File: src/rtl/psr_pkg.sv
package psr_pkg;
    typedef enum logic [1:0] {
        OP_HOLD = 2'b00,
        OP_LOAD = 2'b01,
        OP_SHR  = 2'b10,
        OP_SHL  = 2'b11
    } op_e;
endpackage

File: src/rtl/psr_sel_enc.sv
module psr_sel_enc
    import psr_pkg::*;
(
    input  logic ld_req,
    input  logic shr_req,
    input  logic shl_req,
    output op_e  op
);
    // Fixed priority: load, then right, then left.
    always_comb begin
        unique casez ({ld_req, shr_req, shl_req})
            3'b1??:  op = OP_LOAD;
            3'b01?:  op = OP_SHR;
            3'b001:  op = OP_SHL;
            default: op = OP_HOLD;
        endcase
    end
endmodule

File: src/rtl/psr_cell.sv
module psr_cell
    import psr_pkg::*;
(
    input  logic clk,
    input  logic rst,
    input  op_e  op,
    input  logic load_bit,
    input  logic from_hi,
    input  logic from_lo,
    output logic q
);
    logic nxt;

    always_comb begin
        unique case (op)
            OP_HOLD: nxt = q;
            OP_LOAD: nxt = load_bit;
            OP_SHR:  nxt = from_hi;
            OP_SHL:  nxt = from_lo;
            default: nxt = q;
        endcase
    end

    always_ff @(posedge clk) begin
        if (rst) q <= 1'b0;
        else     q <= nxt;
    end
endmodule

File: src/rtl/prio_shift_reg.sv
module prio_shift_reg
    import psr_pkg::*;
#(
    parameter int WIDTH = 4
) (
    input  logic             clk,
    input  logic             rst,
    input  logic             ld_req,
    input  logic             shr_req,
    input  logic             shl_req,
    input  logic             shr_bit,
    input  logic             shl_bit,
    input  logic [WIDTH-1:0] d_in,
    output logic [WIDTH-1:0] q_out
);
    localparam int TOP = WIDTH - 1;

    op_e op;

    psr_sel_enc u_enc (
        .ld_req  (ld_req),
        .shr_req (shr_req),
        .shl_req (shl_req),
        .op      (op)
    );

    for (genvar i = 0; i < WIDTH; i++) begin : g_bit
        logic hi_src;
        logic lo_src;
        if (i == TOP) begin : g_top
            assign hi_src = shr_bit;
        end else begin : g_mid_hi
            assign hi_src = q_out[i+1];
        end
        if (i == 0) begin : g_bot
            assign lo_src = shl_bit;
        end else begin : g_mid_lo
            assign lo_src = q_out[i-1];
        end
        psr_cell u_cell (
            .clk      (clk),
            .rst      (rst),
            .op       (op),
            .load_bit (d_in[i]),
            .from_hi  (hi_src),
            .from_lo  (lo_src),
            .q        (q_out[i])
        );
    end

    AST_RESET_CLEARS: assert property (@(posedge clk)
        rst |=> q_out == '0);
    AST_LOAD_WINS: assert property (@(posedge clk) disable iff (rst)
        ld_req |=> q_out == $past(d_in));
    AST_RIGHT_OVER_LEFT: assert property (@(posedge clk) disable iff (rst)
        (!ld_req && shr_req && shl_req) |=> q_out == {$past(shr_bit), $past(q_out[TOP:1])});
    AST_SHIFT_RIGHT: assert property (@(posedge clk) disable iff (rst)
        (!ld_req && shr_req) |=> q_out == {$past(shr_bit), $past(q_out[TOP:1])});
    AST_SHIFT_LEFT: assert property (@(posedge clk) disable iff (rst)
        (!ld_req && !shr_req && shl_req) |=> q_out == {$past(q_out[TOP-1:0]), $past(shl_bit)});
    AST_HOLD_STABLE: assert property (@(posedge clk) disable iff (rst)
        (!ld_req && !shr_req && !shl_req) |=> $stable(q_out));
endmodule

File: config.mk
export PLATFORM = sky130hd
export DESIGN_NAME = prio_shift_reg
export DESIGN_NICKNAME = d
export VERILOG_FILES = /design/src/rtl/psr_pkg.sv /design/src/rtl/psr_sel_enc.sv /design/src/rtl/psr_cell.sv /design/src/rtl/prio_shift_reg.sv
export SDC_FILE = /design/constraint.sdc
export NUM_CORES = 1
export LEC_CHECK = 0
export ABC_AREA = 1
export BUFFER_PORTS_ARGS = -buffer_cell sky130_fd_sc_hd__clkbuf_2
export CORE_AREA = 3 3 40 42
export CTS_BUF_LIST = sky130_fd_sc_hd__clkbuf_8
export DETAILED_ROUTE_END_ITERATION = 8
export DIE_AREA = 0 0 43 45
export GPL_TIMING_DRIVEN = 0
export SETUP_SLACK_MARGIN = 0.05
export SYNTH_ARGS = -nofsm -noshare
export SYNTH_HDL_FRONTEND = slang
export SYNTH_SLANG_ARGS = --single-unit
File: constraint.sdc
create_clock -name clk -period 0.8 [get_ports clk]
set_input_delay 0.08 -clock clk [delete_from_list [all_inputs] [get_ports clk]]
set_output_delay 0.08 -clock clk [all_outputs]
set_load 0.01 [all_outputs]
Word-level counts from Yosys, hierarchy flattened
Index checks and enable logic that the tools add are counted.
- reductions and logical operators: 1
- mux-type cells: 5
- equality and inequality tests: 5
- operators with widths (kind ; number):
    1-bit case mux with 3 select lines ; 4
    2-bit case mux with 3 select lines ; 1
    2-bit by 1-bit == test with 1-bit output, second input constant ; 2
    2-bit == test, second input constant ; 2
    3-bit by 1-bit == test with 1-bit output, second input constant ; 1
    2-bit zero test ; 1
- word-level logic and storage cells: 15
- bits of input ports: 11
- output and inout bits: 4
- register bits after elaboration: 4

Longest topological paths before layout
- depth after elaboration: 4
- gate-level depth with buffers: 6
- depth with buffers taken out: 6

Hierarchy
A second synthesis with hierarchy kept.
- cells, all modules: 66
- area, all modules: 342.8 um^2
- modules (own cells, without submodules) (module ; cells each ; times used ; seq. area each (um^2) ; area each (um^2)):
    psr_cell ; 14 ; 4 ; 20.0 ; 72.6
    prio_shift_reg ; 4 ; 1 ; 0.0 ; 30.0
    psr_sel_enc ; 6 ; 1 ; 0.0 ; 22.5

Worst setup path before layout
Ideal clock, no wire load.
- path type: reg-to-reg
- start point: register g_bit[2].u_cell.q
- end point: register g_bit[3].u_cell.q
- path slack: 0.081 ns
- arrival: 0.610 ns
- path buffers: 0
- clock period less this slack: 0.719 ns
- data required time: 0.691 ns
- cell stages (with the launch flop): 5
- cell sequence: dfxtp_1 > o21ai_0 > nand3_1 > nand2_1 > inv_1
- cells in the longest elaborated chain, start to end: 1
- RTL lines (item ; line ; text):
    start: declaration ; psr_cell.sv:10 ; output logic q
    start signal: assignment ; psr_cell.sv:26 ; else q <= nxt;
    1-bit case mux with 3 select lines ; psr_cell.sv:15 ; unique case (op)
    end signal: assignment ; psr_cell.sv:26 ;
    end: declaration ; psr_cell.sv:10 ;
Every way passes these cells.
A chain may end at the register's enable or synchronous reset.

Worst setup path in the final report
- start point: register g_bit[2].u_cell.q
- end point: output port q_out[2]
- RTL lines (item ; line ; text):
    end: declaration ; prio_shift_reg.sv:14 ; output logic [WIDTH-1:0] q_out
No word-level cell between the ends.

==> flow_metrics.py <==
metrics = {
    "timing": {
        "fin_crit_sh_pct": 103.5,
        "rsz0062_at_grt": "yes",
        "final_max_slew_viol_count": 0,
        "relSlewSlack_pct": 87.31,
        "timing.fmax_mhz": 1207,
        "fin_ws_ps": -28.39,
        "fin_skew_ps": 1.713,
        "finalSetupTns_ps": -93.82,
        "min_period_ps": 828.4,
        "worstMarginPinSlew_ps": 190.1,
        "setup_viol": 5,
        "hold_violations": 0,
    },
    "cts": {
        "cts_sinks": 4,
        "clockBufferDepth": 2,
        "cts.clk_slew.worst_paths_ps": 30,
        "cts_tree": "yes",
        "hold_buffers": 0,
        "numCtsBuffers": 3,
        "clock_latency_ps": 210,
        "htreeDepth": 1,
        "cts_root_buffer": "clkbuf_8",
    },
    "cells_and_area": {
        "fillerInstances": 147,
        "syn2layout_area_growth_pct": 76.37,
        "fin_util_pct": 40.70,
        "nets": 83,
        "multi_input_comb_area_um2": 181.4,
        "regArea_um2": 85.08,
        "largest_reg_flops": 4,
        "layout-drive-gt1-share_pct": 51.43,
        "largest_register": "g_bit.u_cell.q",
        "n_antenna_cell": 0,
        "largest_registers": "g_bit.u_cell.q (4)",
    },
    "synth": {
        "ys_seq_area_share_pct": 27.00,
        "synth_area_um2": 296.5,
        "synth_edf_count": 0,
        "synthFlopType": "dfxtp_1",
        "synth_nets": 61,
        "synth-seq-cells": 4,
        "synthArstFlopShare_pct": 0,
        "synthCells": 50,
        "synth_cell_types": 11,
        "avgSynthCellArea_um2": 5.931,
        "synthTopCellsByArea": "dfxtp_1 (27%), nand2_1 (19%), nand3_1 (14%), buf_4 (10%), nor2_1 (7.6%)",
        "synth.top_cell.area_share_pct": 27.00,
        "synth-warning-count": 0,
        "synth_most_common_cell": "nand2_1",
        "yosys.area.top_type": "dfxtp_1",
        "synth_common_cells": "nand2_1 (15), nand3_1 (8), nor2_1 (6)",
    },
    "setup_path": {
        "max_stage_delay_ps": 320,
        "cp-start-kind": "register",
        "crit_slowest_cell": "dfxtp_2",
        "path_cells": "buf_6, buf_6",
        "cp.arrival_ps": 750,
        "criticalPathCategory": "reg2out",
        "critPathCaptureType": "output port",
        "r2r_slack_ps": 0,
        "cp_max_fo": 3,
        "crit_path_frequent_cell": "buf_6",
        "path_buf_inv": 2,
        "critPathTopFamily": "flip-flops",
        "critPathRequiredTime_ps": 720,
    },
    "global_routing": {
        "grt_use_met2_pct": 14.07,
        "first_global_vias": 339,
        "grt_max_degree": 7,
        "busiest_layer": "met2",
        "grt_use_met3_pct": 2.789,
        "grt_pass1_wl_mm": 1.283,
        "antenna_found_initial": 0,
        "grt_util_met1_pct": 10.60,
        "track_usage_pct": 9.159,
        "overflow": 0,
    },
    "floorplan": {
        "die_w_um": 43,
        "initial_core_util_pct": 23.08,
        "die_y_um": 45,
        "fp.coreArea_um2": 1285,
        "die_area_um2": 1935,
        "num_rows": 13,
        "io_pins": 15,
    },
    "route": {
        "avgViaCountPerCell": 4.176,
        "dr_total_vias": 355,
        "drt_pass1_iterations": 4,
        "drt-wirelength-per-cell_um": 8.659,
        "drt-initial-drc-count": 3,
        "drtAntennaViolNets": 0,
        "drc": 0,
        "routed_wl_um": 736,
    },
    "status": {
        "status": "complete, but fails checks",
        "violations": "negative setup slack",
    },
    "placement": {
        "gp_congestion": 0.6907,
        "hpwl_um": 574.9,
        "dpl_worst_slack_ps": -69.04,
        "numPortBuffers": 14,
    },
    "flow_run": {
        "cap_violations": 0,
    },
    "hold_path": {
        "hold_class": "in2reg",
    },
    "power_and_ir_drop": {
        "vdd_drop_max_mv": 0.8282,
        "p_leak_nw": 0.2861,
        "power.density_nw_per_um2": 1657,
    },
}
[tightest hold or removal path, delay by kind of cell]
kind / cells / cell delay [ps]
buffers and inverters: 2 / 130
AOI/OAI and AO/OA: 1 / 80
and+or+nand+nor: 1 / 40
[routing by layer]
| layer | vias to the layer above | part of all wire, % | wire, µm |
|---|---|---|---|
| met4 | 0 | 1.9 | 14 |
| li1 | 194 | - | - |
| met3 | 2 | 7.7 | 57 |
| met1 | 147 | 42 | 311 |
| met2 | 12 | 48 | 352 |
| met5 | - | 0 | 0 |
[cell usage in the layout (no fill, tap or decap)]
cell type / instances
nand2_2: 2
dfxtp_2: 4
o21ai_0: 4
nand2_1: 13
clkbuf_8: 3
nor2_1: 5
clkbuf_2: 10
inv_1: 5
buf_6: 11
inv_2: 1
nor2_2: 2
nand3_2: 2
nor2_4: 1
nand3_1: 6
nand3b_1: 1
[kinds of logic (layout without fill, tap and decap cells)]
family          count (synthesis)  count (layout)  synth area share [%]
compound gates                  4               4                 6.751
buf+inv                        10              30                 17.72
flops                           4               4                 27.01
simple gates                   32              32                 48.52
[through the flow]
step | hold WS [ps] | area (µm²) | std cells | power [W]
final | 155.0 | 523.0 | 85 | 0.0008665
after global routing | 196.3 | 523.0 | 85 | 0.0009317
after CTS | 155.5 | 499.2 | 85 | 0.0008654
after detailed placement | 385.5 | 385.4 | 79 | 0.0003877
after global placement | 383.0 | 385.4 | 79 | 0.0003864
after floorplan | 270.6 | 296.5 | 50 | 0.0003255
[path summary, 6_finish.rpt]
kind,endpoint,cells past startpoint,from
hold reg to reg,g_bit[2].u_cell.q$_SDFFE_PP0P_,4,g_bit[3].u_cell.q$_SDFFE_PP0P_
setup / recovery,q_out[2],2,g_bit[2].u_cell.q$_SDFFE_PP0P_
hold / removal,g_bit[1].u_cell.q$_SDFFE_PP0P_,4,rst
setup reg to reg,g_bit[1].u_cell.q$_SDFFE_PP0P_,5,g_bit[0].u_cell.q$_SDFFE_PP0P_
[repair_timing]
item                       in CTS  in global routing
setup endpoints to repair       5                  8
resized for setup              13                  7
pin swaps                       3                  7
setup buffers                   3                  0
[power by group]
| part | switching (W) | internal [W] | total, W | leakage [nW] |
|---|---|---|---|---|
| logic | 0.0000944 | 0.000126 | 0.000220 | 0.230 |
| registers | 0.0000138 | 0.000221 | 0.000235 | 0.0344 |
| clock network | 0.0000920 | 0.000320 | 0.000412 | 0.0216 |
| total | 0.000200 | 0.000666 | 0.000867 | 0.286 |
[cell type report]
| class | count | area share (%) |
|---|---|---|
| buffer | 4 | 8.612 |
| clock buffer | 3 | 7.895 |
| inverter | 6 | 4.306 |
| multi-input combinational | 36 | 34.69 |
| sequential | 4 | 16.27 |
| tap | 15 | 3.589 |
| timing repair buffer | 17 | 24.64 |
No activity file was read; power rests on OpenSTA's default activity.
